==> src/rtl/blit_calc_pkg.sv <==
package blit_calc_pkg;

  typedef logic [2:0] align_class_t;

  typedef enum logic [1:0] {
    ST_IDLE  = 2'd0,
    ST_SPAN  = 2'd1
  } calc_state_t;

  // returns {xfirst, nolast}
  function automatic logic [1:0] read_flags(input align_class_t cls);
    logic [1:0] f;
    case (cls)
      3'd0:    f = 2'b01;
      3'd1:    f = 2'b10;
      3'd3:    f = 2'b11;
      3'd5:    f = 2'b10;
      default: f = 2'b00;
    endcase
    return f;
  endfunction

endpackage

==> src/rtl/blit_edge_span.sv <==
module blit_edge_span #(
  parameter int COORD_W = 16,
  parameter int WORD_W  = 16,
  localparam int OFS_W  = $clog2(WORD_W)
) (
  input  logic [COORD_W-1:0] xmin,
  input  logic [COORD_W-1:0] width,
  output logic [OFS_W-1:0]   off_lo,
  output logic [OFS_W-1:0]   off_hi,
  output logic [COORD_W-1:0] span
);
  logic [COORD_W-1:0] xmax;
  logic [COORD_W-1:0] w_lo, w_hi;

  always_comb begin
    xmax   = xmin + width - COORD_W'(1);
    off_lo = xmin[OFS_W-1:0];
    off_hi = xmax[OFS_W-1:0];
    w_lo   = xmin >> OFS_W;
    w_hi   = xmax >> OFS_W;
    span   = w_hi - w_lo;
  end
endmodule

==> src/rtl/blit_mask_gen.sv <==
module blit_mask_gen #(
  parameter int WORD_W = 16,
  localparam int OFS_W = $clog2(WORD_W)
) (
  input  logic [OFS_W-1:0]  off_lo,
  input  logic [OFS_W-1:0]  off_hi,
  input  logic              single,
  output logic [WORD_W-1:0] m_left,
  output logic [WORD_W-1:0] m_right
);
  localparam logic [WORD_W-1:0] ALL1  = '1;
  localparam logic [WORD_W-1:0] LOW1S = ALL1 >> 1;

  logic [WORD_W-1:0] edge_l, edge_r;

  always_comb begin
    edge_l  = ALL1 >> off_lo;
    edge_r  = ~(LOW1S >> off_hi);
    m_right = edge_r;
    m_left  = single ? (edge_l & edge_r) : edge_l;
  end
endmodule

==> src/rtl/blit_line_inc.sv <==
module blit_line_inc #(
  parameter int COORD_W = 16,
  parameter int INC_W   = 16
) (
  input  logic [INC_W-1:0]   step,
  input  logic [INC_W-1:0]   pitch,
  input  logic [COORD_W-1:0] span,
  output logic [INC_W-1:0]   inc
);
  logic [INC_W-1:0] span_x, prod;

  always_comb begin
    span_x = INC_W'(span);
    prod   = step * span_x;
    inc    = pitch - prod;
  end
endmodule

==> src/rtl/blit_align_calc.sv <==
module blit_align_calc
  import blit_calc_pkg::*;
#(
  parameter int COORD_W = 16,
  parameter int WORD_W  = 16,
  parameter int INC_W   = 16,
  localparam int OFS_W  = $clog2(WORD_W),
  localparam int NSIDE  = 2
) (
  input  logic               clk,
  input  logic               rst,
  input  logic               start,
  input  logic [COORD_W-1:0] src_xmin,
  input  logic [COORD_W-1:0] dst_xmin,
  input  logic [COORD_W-1:0] width,
  input  logic [INC_W-1:0]   src_step,
  input  logic [INC_W-1:0]   dst_step,
  input  logic [INC_W-1:0]   src_pitch,
  input  logic [INC_W-1:0]   dst_pitch,
  output logic               busy,
  output logic               done,
  output logic [WORD_W-1:0]  mask_left,
  output logic [WORD_W-1:0]  mask_mid,
  output logic [WORD_W-1:0]  mask_right,
  output logic [OFS_W-1:0]   skew,
  output logic               xfirst,
  output logic               nolast,
  output logic [COORD_W-1:0] words_per_line,
  output logic [COORD_W-1:0] src_span,
  output logic [COORD_W-1:0] dst_span,
  output logic [INC_W-1:0]   src_line_inc,
  output logic [INC_W-1:0]   dst_line_inc
);
  // side 0 = source, side 1 = destination
  calc_state_t state;

  logic [COORD_W-1:0] in_xmin [NSIDE];
  logic [OFS_W-1:0]   c_lo    [NSIDE];
  logic [OFS_W-1:0]   c_hi    [NSIDE];
  logic [COORD_W-1:0] c_span  [NSIDE];

  logic [OFS_W-1:0]   r_lo    [NSIDE];
  logic [OFS_W-1:0]   r_hi    [NSIDE];
  logic [COORD_W-1:0] r_span  [NSIDE];
  logic [INC_W-1:0]   r_step  [NSIDE];
  logic [INC_W-1:0]   r_pitch [NSIDE];
  logic [INC_W-1:0]   n_inc   [NSIDE];

  logic accept;
  assign accept = start && (state == ST_IDLE);
  assign busy   = (state == ST_SPAN);

  always_comb begin
    in_xmin[0] = src_xmin;
    in_xmin[1] = dst_xmin;
  end

  for (genvar g = 0; g < NSIDE; g++) begin : g_side
    blit_edge_span #(.COORD_W(COORD_W), .WORD_W(WORD_W)) u_span (
      .xmin   (in_xmin[g]),
      .width  (width),
      .off_lo (c_lo[g]),
      .off_hi (c_hi[g]),
      .span   (c_span[g])
    );
    blit_line_inc #(.COORD_W(COORD_W), .INC_W(INC_W)) u_inc (
      .step  (r_step[g]),
      .pitch (r_pitch[g]),
      .span  (r_span[g]),
      .inc   (n_inc[g])
    );
  end

  // stage 1: capture spans and offsets
  always_ff @(posedge clk) begin
    if (rst) begin
      for (int i = 0; i < NSIDE; i++) begin
        r_lo[i]    <= '0;
        r_hi[i]    <= '0;
        r_span[i]  <= '0;
        r_step[i]  <= '0;
        r_pitch[i] <= '0;
      end
    end else if (accept) begin
      for (int i = 0; i < NSIDE; i++) begin
        r_lo[i]   <= c_lo[i];
        r_hi[i]   <= c_hi[i];
        r_span[i] <= c_span[i];
      end
      r_step[0]  <= src_step;
      r_step[1]  <= dst_step;
      r_pitch[0] <= src_pitch;
      r_pitch[1] <= dst_pitch;
    end
  end

  // stage 2: masks, class, flags
  logic              n_single;
  logic [WORD_W-1:0] n_left, n_right;
  align_class_t      n_cls;
  logic [1:0]        n_flags;

  always_comb begin
    n_single = (r_span[1] == '0);
    n_cls    = {n_single, (r_span[0] == r_span[1]), (r_lo[0] > r_lo[1])};
    n_flags  = read_flags(n_cls);
  end

  blit_mask_gen #(.WORD_W(WORD_W)) u_mask (
    .off_lo  (r_lo[1]),
    .off_hi  (r_hi[1]),
    .single  (n_single),
    .m_left  (n_left),
    .m_right (n_right)
  );

  always_ff @(posedge clk) begin
    if (rst) begin
      state          <= ST_IDLE;
      done           <= 1'b0;
      mask_left      <= '0;
      mask_mid       <= '0;
      mask_right     <= '0;
      skew           <= '0;
      xfirst         <= 1'b0;
      nolast         <= 1'b0;
      words_per_line <= '0;
      src_span       <= '0;
      dst_span       <= '0;
      src_line_inc   <= '0;
      dst_line_inc   <= '0;
    end else begin
      done <= 1'b0;
      case (state)
        ST_IDLE: if (accept) state <= ST_SPAN;
        ST_SPAN: begin
          state          <= ST_IDLE;
          done           <= 1'b1;
          mask_left      <= n_left;
          mask_mid       <= '1;
          mask_right     <= n_right;
          skew           <= r_lo[1] - r_lo[0];
          xfirst         <= n_flags[1];
          nolast         <= n_flags[0];
          words_per_line <= r_span[1] + COORD_W'(1);
          src_span       <= r_span[0];
          dst_span       <= r_span[1];
          src_line_inc   <= n_inc[0];
          dst_line_inc   <= n_inc[1];
        end
        default: state <= ST_IDLE;
      endcase
    end
  end


  start_busy_chk: assert property (@(posedge clk) disable iff (rst)
    (start && !busy) |=> busy);

  busy_done_chk: assert property (@(posedge clk) disable iff (rst)
    busy |=> (done && !busy));

  done_pulse_chk: assert property (@(posedge clk) disable iff (rst)
    done |=> !done);

  no_restart_chk: assert property (@(posedge clk) disable iff (rst)
    (busy && start) |=> !busy);

  hold_result_chk: assert property (@(posedge clk) disable iff (rst)
    !done |-> ($stable(mask_left) && $stable(skew) && $stable(words_per_line)
               && $stable(dst_line_inc)));

  single_no_skip_chk: assert property (@(posedge clk) disable iff (rst)
    (done && words_per_line == COORD_W'(1)) |-> !nolast);

  wpl_nonzero_chk: assert property (@(posedge clk) disable iff (rst)
    done |-> (words_per_line == dst_span + COORD_W'(1)));
endmodule

==> config.mk <==
export PLATFORM = sky130hd
export DESIGN_NAME = blit_align_calc
export DESIGN_NICKNAME = d
export VERILOG_FILES = /design/src/rtl/blit_calc_pkg.sv /design/src/rtl/blit_edge_span.sv /design/src/rtl/blit_mask_gen.sv /design/src/rtl/blit_line_inc.sv /design/src/rtl/blit_align_calc.sv
export SDC_FILE = /design/constraint.sdc
export NUM_CORES = 1
export LEC_CHECK = 0
export CORE_MARGIN = 1
export CORE_UTILIZATION = 40
export CTS_BUF_LIST = sky130_fd_sc_hd__clkbuf_16
export DETAILED_ROUTE_END_ITERATION = 16
export DONT_BUFFER_PORTS = 1
export PLACE_DENSITY = 0.53
export SLEW_MARGIN = 0
export SYNTH_ARGS = -nofsm -noshare
export SYNTH_HDL_FRONTEND = slang
export SYNTH_SLANG_ARGS = --single-unit
==> constraint.sdc <==
create_clock -name clk -period 16.5 [get_ports clk]
set_input_delay 1.65 -clock clk [delete_from_list [all_inputs] [get_ports clk]]
set_output_delay 1.65 -clock clk [all_outputs]
set_load 0.1 [all_outputs]
==> summary.md, run 1 <==
- **part of the Yosys area used for sequential elements** 26.6%
- **worst endpoint data arrival time** 6380 ps
- **ys flop type** sky130_fd_sc_hd__dfxtp_1
- **sum of negative setup slack** 0 ps
- **most numerous cell on the critical path** sky130_fd_sc_hd__fa_1
- **Post-CTS Setup Repair Bufs** 0
- **global route total overflow** 0
- **relative slew slack** 20.0%
- **register cell area after layout** 5360 um^2
- **fraction of final layout cells with drive strength greater than 1** 3.38%
- **post-synthesis instance area** 20100 um^2
- **post-layout net count** 2585
- **number of I/O port buffers** 0
- **unrepaired setup endpoints after global routing** no
- **GPL Wtd Cong** 0.809
- **worst vdd rail ir drop** 0.138 mV
- **number of buffers added by the clock tree synthesis step** 26
- **Iter 0 DRT Violations** 739
- **Required @ worst endpoint** 16950 ps
- **FP Rows** 81
- **maximum fanout along the worst path** 21
- **Synth top area share** 19.5%
- **Critical-path top delay cell** sky130_fd_sc_hd__edfxtp_1
- **number of endpoints failing setup at the final stage** 0
- **final-layout fill cell count** 4872
- **CTS Sinks** 216
- **net count of the mapped netlist** 2658
- **number of synthesized flops with an enable pin** 102
- **clock-pin transition on the worst setup and hold timing paths** 60 ps
- **Die Outline Area** 51100 um^2
- **TritonRoute pass-1 iters** 5
- **standby leakage power** 9.86 nW
- **cell area power density** 173 nW/um^2
- **number of antenna-violating nets in the routed design** 0
- **utilization of the core after routing** 43.5%
- **final hold violation count** 0
- **Post-DP HPWL** 40.2 mm
- **area of the core** 49300 um^2
- **commonest cells after routing, fill and taps aside** sky130_fd_sc_hd__inv_1, sky130_fd_sc_hd__and2_1, sky130_fd_sc_hd__fa_1
- **run status** completed
- **pins over their slew limit** 0
- **TritonCTS clock tree** yes
- **all-layer global routing usage** 20.6%
- **via total after detailed routing** 13500
- **number of buffers on the longest clock path** 3
- **number of resized instances in the post-cts repair step** 0
- **die width** 226 um
- **commonest non-fill, non-tap cell in the layout** sky130_fd_sc_hd__inv_1
- **WL final** 51.6 mm
- **multi-input gate area in the final layout** 12800 um^2
- **worst path cell trace** and2_1 > fa_1 > fa_1 > ha_1 > inv_1 > fa_1 > fa_1 > inv_1 > fa_1 > inv_1 > ha_1 > and4_2 > a221o_1 > a31o_1 > a221o_1 > a221oi_2 > xnor2_1 > mux2i_1 > nor2_1
- **Clock Root Buffer** sky130_fd_sc_hd__clkbuf_16
- **count of different cell masters after synthesis** 59
- **Worst setup EP type** flop
- **leading area contributor after synthesis** sky130_fd_sc_hd__fa_1
- **number of global-route vias before repair** 13900
- **transition time of the tightest slew-check pin** 1200 ps
- **WHS** 524 ps
- **number of antenna violations at the first check in global routing** 5
- **starting density of the core** 40.8%
- **Max Clock Skew** 10.9 ps
- **final worst path period share** 35.9%
- **worst hold path class** flop to flop
- **worst setup path category** flop to flop
- **clock latency at the later pin of the worst-skew pair** 560 ps
- **pin count of the biggest net entering global routing** 77
- **number of primary I/O pins** 251
- **Hold-fix buffers, CTS** 0
- **maximum clock frequency** 169 MHz
- **detailed-route wire length per cell** 18.6 um
- **fraction of registers with async set or reset after synthesis** 0%
- **yosys synthesis warning count** 0
- **deepest level of the CTS H-tree** 1
- **Vert. Die Dim** 226 um
- **startpoint type of the worst setup path** flop
- **first-pass GRT wire length** 80.5 mm
- **Mapped Cells** 2155
- **Post-Syn Area per Cell** 9.32 um^2
- **count of state elements after synthesis** 216
- **vias per cell** 4.87
- **DRC Markers** 0
- **delay of the slowest cell on the worst path** 860 ps
- **count of maximum capacitance violations** 0
- **area added between synthesis and finish** 6.71%
- **final critical-path required period** 5930 ps
- **Synth area leaders** sky130_fd_sc_hd__fa_1, sky130_fd_sc_hd__edfxtp_1, sky130_fd_sc_hd__ha_1
metrics by stage:
stage               cell area [um^2]  worst slack [ps]  cells  power [mW]
floorplan                      20100             10790   2155        2.65
global placement               20600             10620   2718        3.11
detailed placement             20600             10550   2718        3.15
CTS                            21400             10550   2766        3.74
global route                   21400             10320   2768        4.04
finish                         21400             10570   2771        3.70
metal layers:
metal  vias up  wire length (um)  global-route usage (%)
met3        44              3960                    5.53
met4         0               740                    3.99
met1      6483             24200                    28.2
met2       322             22700                    32.8
li1       6657                 -                       -
met5         -                 0                       0
logic make-up after synthesis:
| group | after synthesis | share of synthesized area [%] |
|---|---|---|
| simple gates | 625 | 15.4 |
| buf+inv | 497 | 9.72 |
| fa+ha+maj | 388 | 31.5 |
| compound gates | 228 | 7.68 |
| flops | 216 | 26.6 |
| xor+xnor | 157 | 6.89 |
| mux | 44 | 2.20 |
critical path, delay by kind of cell (launching register included):
family                     cells  cell delay [ps]
muxes                          1              150
adders and majority gates      7             2910
AOI/OAI and AO/OA              4             1090
xor gates and xnor gates       1              100
DFF                            1              860
buffers and inverters          3              140
and+or+nand+nor                3              550
area by class of cell:
type	instances	share of cell area [%]
Antenna cell	5	0.0584
Clock buffer	30	3.50
Clock inverter	18	0.461
Inverter	386	6.76
Multi-Input combinational cell	1442	59.7
Sequential cell	216	25.0
Tap cell	664	3.88
Timing Repair Buffer	10	0.596
synthesized netlist by cell type, types with 4 or more instances:
master,count
sky130_fd_sc_hd__a21oi_1,46
sky130_fd_sc_hd__o21bai_1,8
sky130_fd_sc_hd__and3_1,7
sky130_fd_sc_hd__nor2b_1,13
sky130_fd_sc_hd__o21a_1,5
sky130_fd_sc_hd__edfxtp_1,102
sky130_fd_sc_hd__a21o_1,29
sky130_fd_sc_hd__nor3_1,22
sky130_fd_sc_hd__a211oi_1,28
sky130_fd_sc_hd__a22o_1,6
sky130_fd_sc_hd__a32o_1,9
sky130_fd_sc_hd__buf_4,23
sky130_fd_sc_hd__fa_1,196
sky130_fd_sc_hd__nor2_1,144
sky130_fd_sc_hd__and2_1,224
sky130_fd_sc_hd__a311oi_1,4
sky130_fd_sc_hd__ha_1,192
sky130_fd_sc_hd__nand3_1,16
sky130_fd_sc_hd__a31oi_1,14
sky130_fd_sc_hd__mux2i_1,43
sky130_fd_sc_hd__xor2_1,44
sky130_fd_sc_hd__nand2b_1,14
sky130_fd_sc_hd__dfxtp_1,114
sky130_fd_sc_hd__inv_1,384
sky130_fd_sc_hd__nand2_1,168
sky130_fd_sc_hd__nor4_1,4
sky130_fd_sc_hd__o21ai_0,29
sky130_fd_sc_hd__clkbuf_1,86
sky130_fd_sc_hd__o21ai_1,18
sky130_fd_sc_hd__xnor2_1,112
sky130_fd_sc_hd__o211ai_1,7
worst paths after layout:
kind	slack [ps]	endpoint	startpoint	cells past startpoint
max reg2reg	10570	dst_line_inc[15]	r_span[0][18]	19
max	10570	dst_line_inc[15]	r_span[0][18]	19
min	520	mask_mid[0]	mask_mid[0]	2
min reg2reg	520	mask_mid[0]	mask_mid[0]	2
report_power, final:
group | internal (mW) | switching, mW | leakage [nW] | total (mW)
Clock | 0.325 | 0.244 | 0.429 | 0.569
Combinational | 0.970 | 1.21 | 7.39 | 2.18
Sequential | 0.626 | 0.327 | 2.04 | 0.954
sequential cells by signal (all words and copies together) (netlist names):
name,flops
src_span,13
words_per_line,16
done,1
mask_mid,1
r_hi,4
r_step,32
r_lo,8
nolast,1
mask_right,15
src_line_inc,16
skew,4
r_pitch,32
r_span,26
state,1
mask_left,16
dst_line_inc,16
dst_span,13
xfirst,1
No activity file was read; power rests on OpenSTA's default activity.
==> run 2, diff against run 1 <==
- clock period: 16.5 -> 6.2 ns (I/O delays scaled with it)
==> run 2 against run 1 <==
Against the previous run: routed wire length grew 1.5%; total power increased to 2.7 times the previous value; worst hold slack got worse by 390 ps; utilization up 0.27 points; die area unchanged; sequential share of layout area is 0.16 points lower; clock-buffer cell count shrank 1; cell count is 0.69% higher; register-to-register slack got worse by 10000 ps; critical endpoint unchanged; largest cell class unchanged.
==> summary.md, run 2 (synthesis results as in run 1) <==
- **sum of negative setup slack** 0 ps
- **worst hold path class** input pin to flop
- **TritonRoute pass-1 iters** 5
- **register cell area after layout** 5360 um^2
- **startpoint type of the worst setup path** flop
- **number of antenna-violating nets in the routed design** 0
- **worst endpoint data arrival time** 6210 ps
- **Post-DP HPWL** 41.6 mm
- **detailed-route wire length per cell** 18.8 um
- **final worst path period share** 92.1%
- **delay of the slowest cell on the worst path** 580 ps
- **standby leakage power** 9.97 nW
- **number of buffers on the longest clock path** 3
- **Die Outline Area** 51100 um^2
- **die width** 226 um
- **TritonCTS clock tree** yes
- **biggest registers after layout** r_pitch: 32 flops, r_step: 32 flops, r_span: 26 flops
- **fraction of final layout cells with drive strength greater than 1** 4.24%
- **area added between synthesis and finish** 7.38%
- **final worst setup slack** 491 ps
- **number of endpoints failing setup at the final stage** 0
- **starting density of the core** 40.8%
- **transition time of the tightest slew-check pin** 1200 ps
- **number of instances on the worst hold path** 1
- **maximum clock frequency** 175 MHz
- **Critical-path top delay cell** sky130_fd_sc_hd__edfxtp_1
- **number of global-route vias before repair** 14000
- **Required @ worst endpoint** 6700 ps
- **all-layer global routing usage** 20.9%
- **FP Rows** 81
- **multi-input gate area in the final layout** 12800 um^2
- **r2r worst-path depth** 21
- **finished layout cell area** 21600 um^2
- **count of maximum capacitance violations** 0
- **final-layout fill cell count** 4881
- **unrepaired setup endpoints after global routing** no
- **number of primary I/O pins** 251
- **Vert. Die Dim** 226 um
- **FF-to-FF Start** r_step[0][20]
- **pin count of the biggest net entering global routing** 76
- **run status** completed
- **clock latency at the later pin of the worst-skew pair** 560 ps
- **deepest level of the CTS H-tree** 1
- **clock-pin transition on the worst setup and hold timing paths** 60 ps
- **global route total overflow** 0
- **final hold violation count** 0
- **CTS Sinks** 216
- **capture instance of the worst register-to-register path** dst_line_inc[15]
- **maximum fanout along the worst path** 12
- **Max Clock Skew** 9.45 ps
- **area of the core** 49300 um^2
- **relative slew slack** 19.4%
- **via total after detailed routing** 13700
- **Clock Root Buffer** sky130_fd_sc_hd__clkbuf_16
- **Hold-fix buffers, CTS** 0
- **final critical-path required period** 5710 ps
- **commonest non-fill, non-tap cell in the layout** sky130_fd_sc_hd__inv_1
- **WL final** 52.4 mm
- **worst setup path category** flop to flop
- **GPL Wtd Cong** 0.866
- **startpoint of the most critical hold path** rst
- **Post-CTS Setup Repair Bufs** 0
- **Worst setup EP type** flop
- **worst path cell trace** and2_1 > fa_1 > inv_1 > fa_1 > inv_1 > ha_1 > inv_1 > fa_1 > fa_1 > inv_1 > fa_1 > inv_1 > ha_1 > and4_2 > a221o_1 > a31o_1 > a221o_1 > a221oi_2 > xnor2_1 > mux2i_1 > nor2_1
- **number of resized instances in the post-cts repair step** 0
- **DRC Markers** 0
- **first-pass GRT wire length** 81.3 mm
- **number of antenna violations at the first check in global routing** 3
- **hold-critical path endpoint** mask_right[12]
- **Iter 0 DRT Violations** 698
- **commonest cells after routing, fill and taps aside** sky130_fd_sc_hd__inv_1, sky130_fd_sc_hd__and2_1, sky130_fd_sc_hd__fa_1
- **number of buffers added by the clock tree synthesis step** 27
- **utilization of the core after routing** 43.8%
- **FF-to-FF setup slack** 490 ps
- **worst vdd rail ir drop** 0.393 mV
- **cell area power density** 458 nW/um^2
- **vias per cell** 4.91
- **pins over their slew limit** 0
- **post-layout net count** 2606
- **Placed Area** 20700 um^2
- **number of I/O port buffers** 0
- **worst slack at placement** 495 ps
-- run 2: cell types whose count changed in the layout (fill, tap and decap cells not counted), sizes merged, moves of 2 or more --
cell	previous run	this run
diode	5	3
inv	390	396
clkinvlp	2	0
clkinv	12	9
buf	10	30
-- run 2: metrics by stage --
step / std cells / power, mW / hold slack [ps]
global route: 2788 / 10.8 / 100
finish: 2790 / 9.89 / 133
global placement: 2738 / 8.34 / 563
floorplan: 2155 / 7.05 / 535
CTS: 2787 / 10.0 / 91.0
detailed placement: 2738 / 8.40 / 555
-- run 2: how the worst max path moves through the flow --
stage / start / endpoint / slack (ps) / depth (start not counted)
floorplan: r_span[0][18] / dst_line_inc[15] / 490 / 21
global placement: r_step[0][20] / dst_line_inc[15] / 560 / 21
detailed placement: r_step[0][20] / dst_line_inc[15] / 500 / 21
CTS: r_step[0][20] / dst_line_inc[15] / 480 / 21
global route: r_step[0][20] / dst_line_inc[15] / 290 / 21
finish: r_step[0][20] / dst_line_inc[15] / 490 / 21
-- run 2: final cells by class --
type                       count  share of cell area, %
timing repair buffer          30                   1.23
antenna                        3                 0.0348
multi-input combinational   1442                   59.4
inverter                     386                   6.72
tap                          664                   3.85
clock buffer                  29                   3.37
clock inverter                20                  0.586
sequential                   216                   24.9
-- run 2: routing by layer --
layer / track usage (%) / vias to the layer above / wire length, um
met5: 0 / - / 0
met4: 4.29 / 0 / 788
met3: 5.05 / 48 / 3770
met2: 32.6 / 349 / 23000
met1: 29.2 / 6611 / 24800
li1: - / 6688 / -
-- run 2: critical path: cells and delay by family (launching register included) --
family	cells	cell delay (ps)
buf+inv	5	250
flops	1	580
fa+ha+maj	7	2850
compound gates	4	1100
xor+xnor	1	140
simple gates	3	630
mux	1	90
-- run 2: power by group --
part	total [mW]	switching (mW)	leakage, nW	internal, mW
combinational	5.86	3.25	7.49	2.61
sequential	2.49	0.823	2.04	1.67
clock	1.54	0.655	0.441	0.883
==> run 3, diff against run 2 <==
- BUFFER_PORTS_ARGS: default -> -buffer_cell sky130_fd_sc_hd__buf_2
- DONT_BUFFER_PORTS: 1 -> default
- PLACE_DENSITY: 0.53 -> 0.58
==> run 3 against run 2 <==
Against the previous run: global-route usage fell by 0.16 points; utilization increased by 2.1 points; final area is 4.8% higher; clock power shrank 11%; clock-buffer cell count fell by 4; sequential cell count unchanged; sequential share of layout area is 1.2 points lower; register-to-register slack worse by 20 ps; worst setup slack worse by 21 ps; clock skew up 9.5 ps; total power decreased by 0.66%.
==> summary.md, run 3 (synthesis results as in run 1) <==
- **TritonRoute pass-1 iters** 7
- **count of maximum capacitance violations** 0
- **clock latency at the later pin of the worst-skew pair** 560 ps
- **Placed Area** 21900 um^2
- **fraction of final layout cells with drive strength greater than 1** 13.8%
- **worst hold path class** input pin to flop
- **FF-to-FF setup slack** 470 ps
- **number of primary I/O pins** 251
- **maximum clock frequency** 175 MHz
- **FP Rows** 81
- **crit path buf inv count** 4
- **starting density of the core** 40.8%
- **Vert. Die Dim** 226 um
- **r2r worst-path depth** 20
- **all-layer global routing usage** 20.7%
- **area added between synthesis and finish** 12.5%
- **final worst path period share** 92.4%
- **die width** 226 um
- **relative slew slack** 25.4%
- **number of instances on the worst hold path** 2
- **pin count of the biggest net entering global routing** 72
- **delay of the slowest cell on the worst path** 630 ps
- **antenna diode count** 0
- **standby leakage power** 11.1 nW
- **GPL Wtd Cong** 0.891
- **transition time of the tightest slew-check pin** 1120 ps
- **Iter 0 DRT Violations** 901
- **number of resized instances in the post-cts repair step** 0
- **utilization of the core after routing** 45.9%
- **Worst setup EP type** flop
- **global route total overflow** 0
- **Die Outline Area** 51100 um^2
- **CTS Sinks** 216
- **Critical-path top delay cell** sky130_fd_sc_hd__edfxtp_1
- **DRC Markers** 0
- **run status** completed
- **vias per cell** 4.84
- **largest delay contributor family on the critical path** adder cells
- **number of buffers added by the clock tree synthesis step** 25
- **number of global-route vias before repair** 14700
- **cell area power density** 435 nW/um^2
- **Post-DP HPWL** 41.9 mm
- **Hold-fix buffers, CTS** 0
- **via total after detailed routing** 14600
- **deepest level of the CTS H-tree** 1
- **worst vdd rail ir drop** 0.456 mV
- **WHS** 346 ps
- **area of the core** 49300 um^2
- **Total Power Consumption** 9.82 mW
- **final critical-path required period** 5730 ps
- **WL final** 52.2 mm
- **worst path cell trace** nand2_1 > fa_1 > inv_1 > fa_1 > ha_1 > inv_1 > fa_1 > fa_1 > inv_1 > fa_1 > inv_1 > ha_1 > and4_2 > a221o_1 > a31o_1 > a221o_1 > a221oi_2 > xnor2_1 > mux2i_1 > nor2_1
- **Required @ worst endpoint** 6620 ps
- **final-layout fill cell count** 4830
- **final hold violation count** 0
- **Max Clock Skew** 18.9 ps
- **number of buffers on the longest clock path** 3
- **sum of negative setup slack** 0 ps
- **worst endpoint data arrival time** 6150 ps
- **number of antenna-violating nets in the routed design** 0
- **biggest registers after layout** r_pitch: 32 flops, r_step: 32 flops, r_span: 26 flops
- **finished layout cell area** 22600 um^2
- **commonest non-fill, non-tap cell in the layout** sky130_fd_sc_hd__inv_1
- **CP Depth** 20
- **commonest cells after routing, fill and taps aside** sky130_fd_sc_hd__inv_1, sky130_fd_sc_hd__buf_2, sky130_fd_sc_hd__and2_1
- **post-layout net count** 2849
- **number of I/O port buffers** 250
- **unrepaired setup endpoints after global routing** no
- **number of antenna violations at the first check in global routing** 1
- **maximum fanout along the worst path** 13
- **TritonCTS clock tree** yes
- **Clock Root Buffer** sky130_fd_sc_hd__clkbuf_16
- **most numerous cell on the critical path** sky130_fd_sc_hd__fa_1
- **clock-pin transition on the worst setup and hold timing paths** 60 ps
- **worst setup path category** flop to flop
- **number of endpoints failing setup at the final stage** 0
- **first-pass GRT wire length** 81.6 mm
- **pins over their slew limit** 0
- **detailed-route wire length per cell** 17.3 um
- **Post-CTS Setup Repair Bufs** 0
- **startpoint type of the worst setup path** flop
==> run 3: cell count changes in the layout (fill, tap and decap cells not counted), sizes merged <==
cell,before,now
clkinv,9,8
clkbuf,29,25
inv,396,395
buf,30,275
diode,3,0
==> run 3: report_power, final <==
group,internal (mW),switching (mW)
logic,2.69,3.87
registers,1.67,0.220
clock network,0.765,0.607
==> run 3: final timing paths <==
path	from	end
setup / recovery	r_step[0][19]	dst_line_inc[15]
hold / removal	dst_step[12]	r_step[0][28]
setup reg to reg	r_step[0][19]	dst_line_inc[15]
hold reg to reg	mask_left[12]	mask_left[12]
==> run 3: metrics by stage <==
stage / instances / setup slack (ps)
floorplan: 2155 / 488
finish: 3026 / 470
global placement: 2983 / 591
global route: 3026 / 177
CTS: 3026 / 452
detailed placement: 2983 / 463
==> run 3: worst reg2reg max path, stage by stage, from the launching register on <==
cell	delay (ps)
sky130_fd_sc_hd__edfxtp_1	630
sky130_fd_sc_hd__nand2_1	170
sky130_fd_sc_hd__fa_1	570
sky130_fd_sc_hd__inv_1	50
sky130_fd_sc_hd__fa_1	430
sky130_fd_sc_hd__ha_1	190
sky130_fd_sc_hd__inv_1	70
sky130_fd_sc_hd__fa_1	430
sky130_fd_sc_hd__fa_1	540
sky130_fd_sc_hd__inv_1	50
sky130_fd_sc_hd__fa_1	470
sky130_fd_sc_hd__inv_1	40
sky130_fd_sc_hd__ha_1	310
sky130_fd_sc_hd__and4_2	250
sky130_fd_sc_hd__a221o_1	330
sky130_fd_sc_hd__a31o_1	210
sky130_fd_sc_hd__a221o_1	310
sky130_fd_sc_hd__a221oi_2	240
sky130_fd_sc_hd__xnor2_1	100
sky130_fd_sc_hd__mux2i_1	140
sky130_fd_sc_hd__nor2_1	50
==> run 3: cell type report <==
cell class	instances	area, um^2	share of cell area (%)
repair buffers	275	1440	6.37
inverters	386	1450	6.41
clock inverters	18	101	0.449
clock buffers	25	626	2.77
flip-flops and latches	216	5350	23.7
multi-input cells	1442	12800	56.6
well taps	664	831	3.68
==> run 3: layer usage <==
layer	track usage, %	up-vias	part of all wire [%]
met5	0	-	0.021
met4	5.43	2	2.0
met3	2.98	63	6.1
met2	32.3	403	44
met1	29.9	6997	48
li1	-	7167	-
